--- src/rtl/i2cseq_pkg.sv ---
package i2cseq_pkg;

    localparam int ADDR_W = 7;

    typedef enum logic [3:0] {
        CMD_NONE     = 4'd0,
        CMD_START    = 4'd1,
        CMD_RESTART  = 4'd2,
        CMD_SEND     = 4'd3,
        CMD_GET_ACK  = 4'd6,
        CMD_GET_NACK = 4'd7,
        CMD_STOP     = 4'd10
    } bus_cmd_e;

    typedef enum logic [1:0] {
        XERR_NONE    = 2'd0,
        XERR_IO      = 2'd1,
        XERR_TIMEOUT = 2'd2
    } xfer_err_e;

    typedef enum logic [2:0] {
        SQ_IDLE, SQ_FETCH, SQ_START, SQ_ADDR,
        SQ_WFETCH, SQ_WRITE, SQ_READ, SQ_STOP
    } seq_state_e;

    typedef struct packed {
        logic [ADDR_W-1:0] addr;
        logic              rd;
        logic              nostart;
        logic              last;
    } msg_hdr_t;

    function automatic logic [7:0] addr_byte(msg_hdr_t h);
        return {h.addr, h.rd};
    endfunction

    // status 2 and 3 both carry bit 1
    function automatic logic status_bad(logic [1:0] s);
        return s[1];
    endfunction

endpackage

--- src/rtl/i2cseq_timer.sv ---
module i2cseq_timer #(
    parameter int TO_W = 16
) (
    input  logic            clk,
    input  logic            rst,
    input  logic            clear,
    input  logic            run,
    input  logic [TO_W-1:0] limit,
    output logic            expired
);
    logic [TO_W-1:0] tcnt;

    always_ff @(posedge clk) begin
        if (rst || clear)
            tcnt <= '0;
        else if (run && tcnt != limit)
            tcnt <= tcnt + TO_W'(1);
    end

    assign expired = run && !clear && (tcnt == limit);
endmodule

--- src/rtl/i2cseq_ctrl.sv ---
module i2cseq_ctrl
    import i2cseq_pkg::*;
#(
    parameter int LEN_W = 8
) (
    input  logic             clk,
    input  logic             rst,
    input  logic             desc_valid,
    output logic             desc_ready,
    input  msg_hdr_t         desc_hdr,
    input  logic [LEN_W-1:0] desc_len,
    input  logic             wr_valid,
    output logic             wr_ready,
    input  logic [7:0]       wr_data,
    output logic             rd_valid,
    output logic [7:0]       rd_data,
    output logic             cmd_valid,
    output bus_cmd_e         cmd_code,
    output logic [7:0]       cmd_byte,
    input  logic             cmd_done,
    input  logic [1:0]       cmd_status,
    input  logic [7:0]       cmd_rdata,
    input  logic             tmo_expired,
    output logic             msg_accept,
    output logic             active,
    output logic             xfer_done,
    output logic             xfer_err,
    output xfer_err_e        err_code
);
    seq_state_e       st, st_n;
    msg_hdr_t         hdr_q, hdr_n;
    logic [LEN_W-1:0] len_q, len_n, cnt_q, cnt_n;
    logic             cv_q, cv_n, rv_q, rv_n, dn_q, dn_n, er_q, er_n;
    bus_cmd_e         cc_q, cc_n;
    logic [7:0]       cb_q, cb_n, rd_q, rd_n;
    xfer_err_e        ec_q, ec_n;
    logic             waiting, done_ok, done_bad, step_data;

    assign desc_ready = (st == SQ_IDLE) || (st == SQ_FETCH);
    assign wr_ready   = (st == SQ_WFETCH);
    assign msg_accept = desc_ready && desc_valid;
    assign active     = (st != SQ_IDLE);
    assign waiting    = (st == SQ_START) || (st == SQ_ADDR) || (st == SQ_WRITE) ||
                        (st == SQ_READ)  || (st == SQ_STOP);
    assign done_ok    = waiting && cmd_done && !status_bad(cmd_status);
    assign done_bad   = waiting && cmd_done &&  status_bad(cmd_status);

    always_comb begin
        st_n = st;  hdr_n = hdr_q; len_n = len_q; cnt_n = cnt_q;
        cv_n = 1'b0; cc_n = cc_q; cb_n = cb_q;
        rv_n = 1'b0; rd_n = rd_q; dn_n = 1'b0; er_n = 1'b0; ec_n = ec_q;
        step_data = 1'b0;
        case (st)
            SQ_IDLE, SQ_FETCH: if (desc_valid) begin
                hdr_n = desc_hdr;
                len_n = desc_len;
                cnt_n = '0;
                if (st == SQ_IDLE) ec_n = XERR_NONE;
                if (!desc_hdr.nostart) begin
                    cv_n = 1'b1;
                    cc_n = (st == SQ_IDLE) ? CMD_START : CMD_RESTART;
                    st_n = SQ_START;
                end else begin
                    step_data = 1'b1;
                end
            end
            SQ_START: if (done_ok) begin
                cv_n = 1'b1;
                cc_n = CMD_SEND;
                cb_n = addr_byte(hdr_q);
                st_n = SQ_ADDR;
            end
            SQ_ADDR, SQ_WRITE: if (done_ok) step_data = 1'b1;
            SQ_WFETCH: if (wr_valid) begin
                cv_n  = 1'b1;
                cc_n  = CMD_SEND;
                cb_n  = wr_data;
                cnt_n = cnt_q + LEN_W'(1);
                st_n  = SQ_WRITE;
            end
            SQ_READ: if (done_ok) begin
                rv_n  = 1'b1;
                rd_n  = cmd_rdata;
                cnt_n = cnt_q + LEN_W'(1);
                step_data = 1'b1;
            end
            SQ_STOP: if (done_ok) begin
                dn_n = 1'b1;
                st_n = SQ_IDLE;
            end
            default: st_n = SQ_IDLE;
        endcase

        // shared decision: next data byte, or end of message
        if (step_data) begin
            if (cnt_n < len_n) begin
                if (hdr_n.rd) begin
                    cv_n = 1'b1;
                    cc_n = (cnt_n == len_n - LEN_W'(1)) ? CMD_GET_NACK : CMD_GET_ACK;
                    st_n = SQ_READ;
                end else begin
                    st_n = SQ_WFETCH;
                end
            end else if (hdr_n.last) begin
                cv_n = 1'b1;
                cc_n = CMD_STOP;
                st_n = SQ_STOP;
            end else begin
                st_n = SQ_FETCH;
            end
        end

        if (done_bad || tmo_expired) begin
            cv_n = 1'b0;
            rv_n = 1'b0;
            dn_n = 1'b0;
            er_n = 1'b1;
            ec_n = done_bad ? XERR_IO : XERR_TIMEOUT;
            st_n = SQ_IDLE;
        end
    end

    always_ff @(posedge clk) begin
        if (rst) begin
            st <= SQ_IDLE;  hdr_q <= '0; len_q <= '0; cnt_q <= '0;
            cv_q <= 1'b0; cc_q <= CMD_NONE; cb_q <= '0;
            rv_q <= 1'b0; rd_q <= '0; dn_q <= 1'b0; er_q <= 1'b0;
            ec_q <= XERR_NONE;
        end else begin
            st <= st_n;  hdr_q <= hdr_n; len_q <= len_n; cnt_q <= cnt_n;
            cv_q <= cv_n; cc_q <= cc_n; cb_q <= cb_n;
            rv_q <= rv_n; rd_q <= rd_n; dn_q <= dn_n; er_q <= er_n;
            ec_q <= ec_n;
        end
    end

    assign cmd_valid = cv_q;
    assign cmd_code  = cc_q;
    assign cmd_byte  = cb_q;
    assign rd_valid  = rv_q;
    assign rd_data   = rd_q;
    assign xfer_done = dn_q;
    assign xfer_err  = er_q;
    assign err_code  = ec_q;
endmodule

--- src/rtl/i2cseq_top.sv ---
module i2cseq_top
    import i2cseq_pkg::*;
#(
    parameter int LEN_W = 8,
    parameter int TO_W  = 16
) (
    input  logic             clk,
    input  logic             rst,
    input  logic             desc_valid,
    output logic             desc_ready,
    input  logic [6:0]       desc_addr,
    input  logic             desc_read,
    input  logic             desc_nostart,
    input  logic             desc_last,
    input  logic [LEN_W-1:0] desc_len,
    input  logic [TO_W-1:0]  timeout_limit,
    input  logic             wr_valid,
    output logic             wr_ready,
    input  logic [7:0]       wr_data,
    output logic             rd_valid,
    output logic [7:0]       rd_data,
    output logic             cmd_valid,
    output logic [3:0]       cmd_code,
    output logic [7:0]       cmd_byte,
    input  logic             cmd_done,
    input  logic [1:0]       cmd_status,
    input  logic [7:0]       cmd_rdata,
    output logic             xfer_done,
    output logic             xfer_err,
    output logic [1:0]       err_code
);
    msg_hdr_t  hdr;
    bus_cmd_e  code_e;
    xfer_err_e err_e;
    logic      accept, running, expired;

    assign hdr = '{addr: desc_addr, rd: desc_read, nostart: desc_nostart, last: desc_last};

    i2cseq_timer #(.TO_W(TO_W)) u_timer (
        .clk(clk), .rst(rst), .clear(accept), .run(running),
        .limit(timeout_limit), .expired(expired)
    );

    i2cseq_ctrl #(.LEN_W(LEN_W)) u_ctrl (
        .clk(clk), .rst(rst),
        .desc_valid(desc_valid), .desc_ready(desc_ready),
        .desc_hdr(hdr), .desc_len(desc_len),
        .wr_valid(wr_valid), .wr_ready(wr_ready), .wr_data(wr_data),
        .rd_valid(rd_valid), .rd_data(rd_data),
        .cmd_valid(cmd_valid), .cmd_code(code_e), .cmd_byte(cmd_byte),
        .cmd_done(cmd_done), .cmd_status(cmd_status), .cmd_rdata(cmd_rdata),
        .tmo_expired(expired), .msg_accept(accept), .active(running),
        .xfer_done(xfer_done), .xfer_err(xfer_err), .err_code(err_e)
    );

    assign cmd_code = code_e;
    assign err_code = err_e;
endmodule

--- config.mk ---
export PLATFORM = sky130hd
export DESIGN_NAME = i2cseq_top
export DESIGN_NICKNAME = d
export VERILOG_FILES = /design/src/rtl/i2cseq_pkg.sv /design/src/rtl/i2cseq_timer.sv /design/src/rtl/i2cseq_ctrl.sv /design/src/rtl/i2cseq_top.sv
export SDC_FILE = /design/constraint.sdc
export NUM_CORES = 1
export LEC_CHECK = 0
export ABC_AREA = 1
export BUFFER_PORTS_ARGS = -buffer_cell sky130_fd_sc_hd__buf_2
export CORE_MARGIN = 2
export CORE_UTILIZATION = 45
export DETAILED_ROUTE_END_ITERATION = 12
export GPL_ROUTABILITY_DRIVEN = 1
export HOLD_SLACK_MARGIN = 0.03
export PLACE_DENSITY = 0.66
export SETUP_SLACK_MARGIN = 0.5
export SYNTH_ARGS = -nofsm -noshare
export SYNTH_HDL_FRONTEND = slang
export SYNTH_HIERARCHICAL = 1
export SYNTH_SLANG_ARGS = --single-unit
--- constraint.sdc ---
create_clock -name clk -period 3.52 [get_ports clk]
set_input_delay 0.352 -clock clk [delete_from_list [all_inputs] [get_ports clk]]
set_output_delay 0.352 -clock clk [all_outputs]
set_load 0.05 [all_outputs]
==> results.env <==
CTS_TREE='done'
FINALCLOCKSKEW_NS=0.0122
SYNTH.YOSYS.WARNINGS=6
TOTAL_SETUP_VIOLATIONS_REPORTED_AT_THE_END_OF_THE_FLOW=0
SYNTHESIS.AREA_UM2=4250
P_LEAK_nW=2.44
CRITICAL_PATH_PEAK_FANOUT=17
TIMING.FINAL.WS_SETUP_NS=0.686
AVGSYNTHCELLAREA_UM2=6.27
LAYOUT.FILLER_CELLS=957
FINAL_NETS=828
WORST_MIN_PATH_CLASS='primary input to flip-flop'
GRT_PASS1_WL_UM=17000
MAX-VDD-IR-DROP_mV=0.294
YOSYS-MUX-AREA-FRACTION_PCT=0.795
CTS-ROOT-BUF='clkbuf_8'
CORE_AREA_UM2=9200
WORSTREG2REGSTART='u_ctrl/st[2]'
HOLDPATHSTAGES=3
MAX_SLEW.WORST_PIN.SLEW_NS=0.727
WORST_EP_ARRIVAL_TIME_NS=3.11
CLK_PATH_BUF_DEPTH=2
MAXSLEWHEADROOM_PCT=51.5
RSZ0062_AT_GRT='false'
YS_FF_LATCH=70
SYN2LAYOUT_AREA_GROWTH_PCT=16.5
FIRST_GLOBAL_VIAS=3866
WORST-SETUP-PATH-TYPE='flip-flop to flip-flop'
VIAS=4229
ANTENNA_VIOLATIONS_BEFORE_REPAIR=0
NUMCTSBUFFERS=9
DIE-AREA_UM2=10200
GRT_OVERFLOW_TOTAL=0
NETLIST.AREA_LEADER.SHARE_PCT=33.0
PATH_CLK_SLEW_NS=0.08
FINAL_MIN_PERIOD_OVER_CLOCK_PERIOD_PCT=80.5
ACHIEVABLE-FREQUENCY_MHz=353
YS_TOP_CELLS_BY_AREA='dfxtp_1 33%, nand2_1 20%, nor2_1 8.7%'
POWER_DENSITY_nW_PER_UM2=601
WL_UM=10100
DIE_W_UM=101
POST_SYNTH_FA_HA_MAJ_AREA_FRACTION_PCT=3.24
FINAL_ANTENNA_NET_COUNT=0
BUFFER_PORTS.INSERTED=83
SETUP.WORST_PATH.START_CLASS='flip-flop'
MAPPEDNETLISTNETS=746
DRCVIOLATIONCOUNT=0
PLACE_WS_NS=0.477
CLOCK_SINK_COUNT=70
TIMING.CRITICAL_PATH.TO_TYPE='flip-flop'
PLACE.DETAILED.HPWL_UM=7510
FF2FF_SETUP_SLACK_NS=0.69
GRT_UTIL_ALL_LAYERS_PCT=20.5
H-TREE-DEPTH=3
RUN_STATUS='complete, no violations'
R2R_CELLS=19
MAXCAPVIOLATIONS=0
POST_SYNTH_AND_OR_NAND_NOR_AREA_FRACTION_PCT=40.7
CRIT_TOP_CELL='nand2_1'
LEADING_AREA_CONTRIBUTOR_AFTER_SYNTHESIS='dfxtp_1'
WORST_HOLD_PATH.ENDPOINT='u_ctrl/rd_data[0]'
SYNTH_CELL_TYPE_COUNT=39
FINAL.MIN_CLOCK_PERIOD_NS=2.83
INITIAL_CORE_UTIL_PCT=46.2
SYNTH_XOR_AREA_SHARE_PCT=0.206
ANTENNA_DIODE_COUNT=0
FINALSETUPTNS_NS=0
TIMING.HOLD.WORST.START='cmd_rdata[0]'
SYNTH_TOP_FAMILY_BY_AREA='simple AND/OR/NAND/NOR gates'
DIEHEIGHT_UM=101
CP_TOP_FAMILY='simple AND/OR/NAND/NOR gates'
WORSTPATHBUFFERINVERTERCOUNT=1
CRITICAL_PATH.CELL_CHAIN='nor2_8, nand2_8, nand2_1, nand2_1, nor2_4, nand2_1, nand2_1, nand2_1, ha_1, nand2_1, o21ai_0, nand4_1, nand2_2, nor2_1, nand2_1, inv_1, nor2_2, nand2_1, a21oi_2'
PLACE_CONGESTION=0.901
CRITICAL_PATH_REQUIRED_TIME_NS=3.80
DRTITER0DRC=195
SEQ_TOTAL_AREA_YOSYS_PCT=33.0
SYN-INSTANCE-COUNT=678
GRT_MAX_DEGREE=36
FINAL-MAX-SLEW-VIOLATION-COUNT=0
FINAL_HOLD_VIOL_COUNT=0
CPMAXSTAGEDELAYCELL='dfxtp_2'
NUMBER_OF_TOP_LEVEL_PINS=85
R2R-END='u_ctrl/cmd_code[0]'
DRT-VIAS-PER-INSTANCE=4.83
CRITICAL-PATH-MAX-STAGE-DELAY_NS=0.40
DRT_PRE_ANTENNA_ITERS=4
STD_CELL_ROWS=35
SYNTH_COMPOUND_GATE_AREA_SHARE_PCT=11.5
WORSTSKEWPAIRLATENCY_NS=0.35
FINAL_LAYOUT_SIZE_SUFFIX_GT1_SHARE_PCT=19.7
ROUTE.DETAILED.WL_PER_INST_UM=11.6
[stage by stage]
step | util (%) | cell area [um2] | hold slack [ns] | power (mW) | cells
final | 53.8 | 4950 | 0.250 | 2.98 | 876
after global routing | 53.8 | 4950 | 0.233 | 3.22 | 876
after CTS | 53.5 | 4920 | 0.230 | 2.97 | 875
after detailed placement | 51.2 | 4710 | 0.461 | 2.29 | 859
after global placement | 51.2 | 4710 | 0.451 | 2.25 | 859
after floorplan | - | 4250 | 0.452 | 2.03 | 678
[worst reg2reg max path, stage by stage (launching register included)]
cell	delay, ns
dfxtp_2	0.40
nor2_8	0.20
nand2_8	0.12
nand2_1	0.11
nand2_1	0.08
nor2_4	0.18
nand2_1	0.09
nand2_1	0.06
nand2_1	0.08
ha_1	0.30
nand2_1	0.05
o21ai_0	0.22
nand4_1	0.15
nand2_2	0.14
nor2_1	0.07
nand2_1	0.07
inv_1	0.06
nor2_2	0.15
nand2_1	0.10
a21oi_2	0.13
[power by group]
part / internal [mW] / switching (mW)
Clock: 0.334 / 0.334
Sequential: 0.906 / 0.0942
Combinational: 0.417 / 0.892
Total: 1.66 / 1.32
[cell usage after synthesis (all sizes together)]
cell and count:
or2 2, clkbuf 7, o21a 1, o21bai 1
mux2i 1, clkinv 3, nand3b 5, nand3 45
mux2 1, o211ai 1, a31oi 11, nor2 108
nand2 229, buf 11, xor2 1, ha 11
o22ai 1, a21oi 40, dfxtp 70, inv 83
nor3 9, a211o 1, nand4 5, o21ai 31
[layer usage]
layer	GRT usage (%)	share of wire, %	routed length [um]	up-vias
met1	27.2	48	4900	1828
met2	33.9	46	4690	88
met4	6.55	1.4	146	0
met5	0	0	0	-
met3	3.80	4.0	407	13
li1	-	-	-	2300
[cell type report]
type                            instances  area [um2]  share of cell area [%]
Multi-Input combinational cell        504        2420                    48.9
Sequential cell                        70        1410                    28.4
Timing Repair Buffer                   89         460                    9.30
Inverter                               86         323                    6.52
Tap cell                              111         139                    2.81
Clock buffer                            9         124                    2.50
Clock inverter                          7        80.1                    1.62
[placed cells by master, fill, tap and decap left out, types with 11 or more instances in the layout]
cell type    n
buf_2       83
nor2_1      96
a21oi_1     39
nand3_1     38
inv_1       76
o21ai_0     26
nand2_1    221
a31oi_1     11
ha_1        11
dfxtp_1     67
[cells by family after synthesis]
group                    count (synthesis)
buffers and inverters                  104
adder cells (fa/ha/maj)                 11
flip-flops                              70
multiplexers                             2
AO/OA/AOI/OAI                           87
AND/OR/NAND/NOR                        403
XOR/XNOR                                 1
[sequential cells by signal, indices dropped and copies added, names as in the netlist]
register	count
u_timer/tcnt	16
u_ctrl/hdr_q	9
u_ctrl/cmd_byte	8
u_ctrl/cnt_q	8
u_ctrl/len_q	8
u_ctrl/rd_data	8
u_ctrl/cmd_code	4
u_ctrl/st	3
u_ctrl/err_code	2
u_ctrl/cmd_valid	1
u_ctrl/rd_valid	1
u_ctrl/xfer_done	1
u_ctrl/xfer_err	1
[how the worst max path moves through the flow]
stage,start,end,slack [ns],depth (start not counted)
2_1_floorplan,u_ctrl/st[2],u_ctrl/cmd_code[0],0.98,20
3_3_place_gp,u_ctrl/st[1],u_ctrl/cmd_code[0],0.53,18
3_5_place_dp,u_ctrl/st[2],u_ctrl/cmd_code[0],0.48,18
4_1_cts,u_ctrl/st[1],u_ctrl/cmd_code[0],0.57,19
5_1_grt,u_ctrl/st[2],u_ctrl/cmd_code[0],0.50,19
6_report,u_ctrl/st[2],u_ctrl/cmd_code[0],0.69,19
[what timing repair did]
| item | CTS | global route |
|---|---|---|
| buffers inserted | 0 | 1 |
| hold buffers | 0 | 0 |
| resized for setup | 2 | 6 |
| endpoints found under the setup margin | 1 | 5 |
| pin swaps | 0 | 1 |
| gates cloned | 0 | 0 |
No activity file was read; power rests on OpenSTA's default activity.
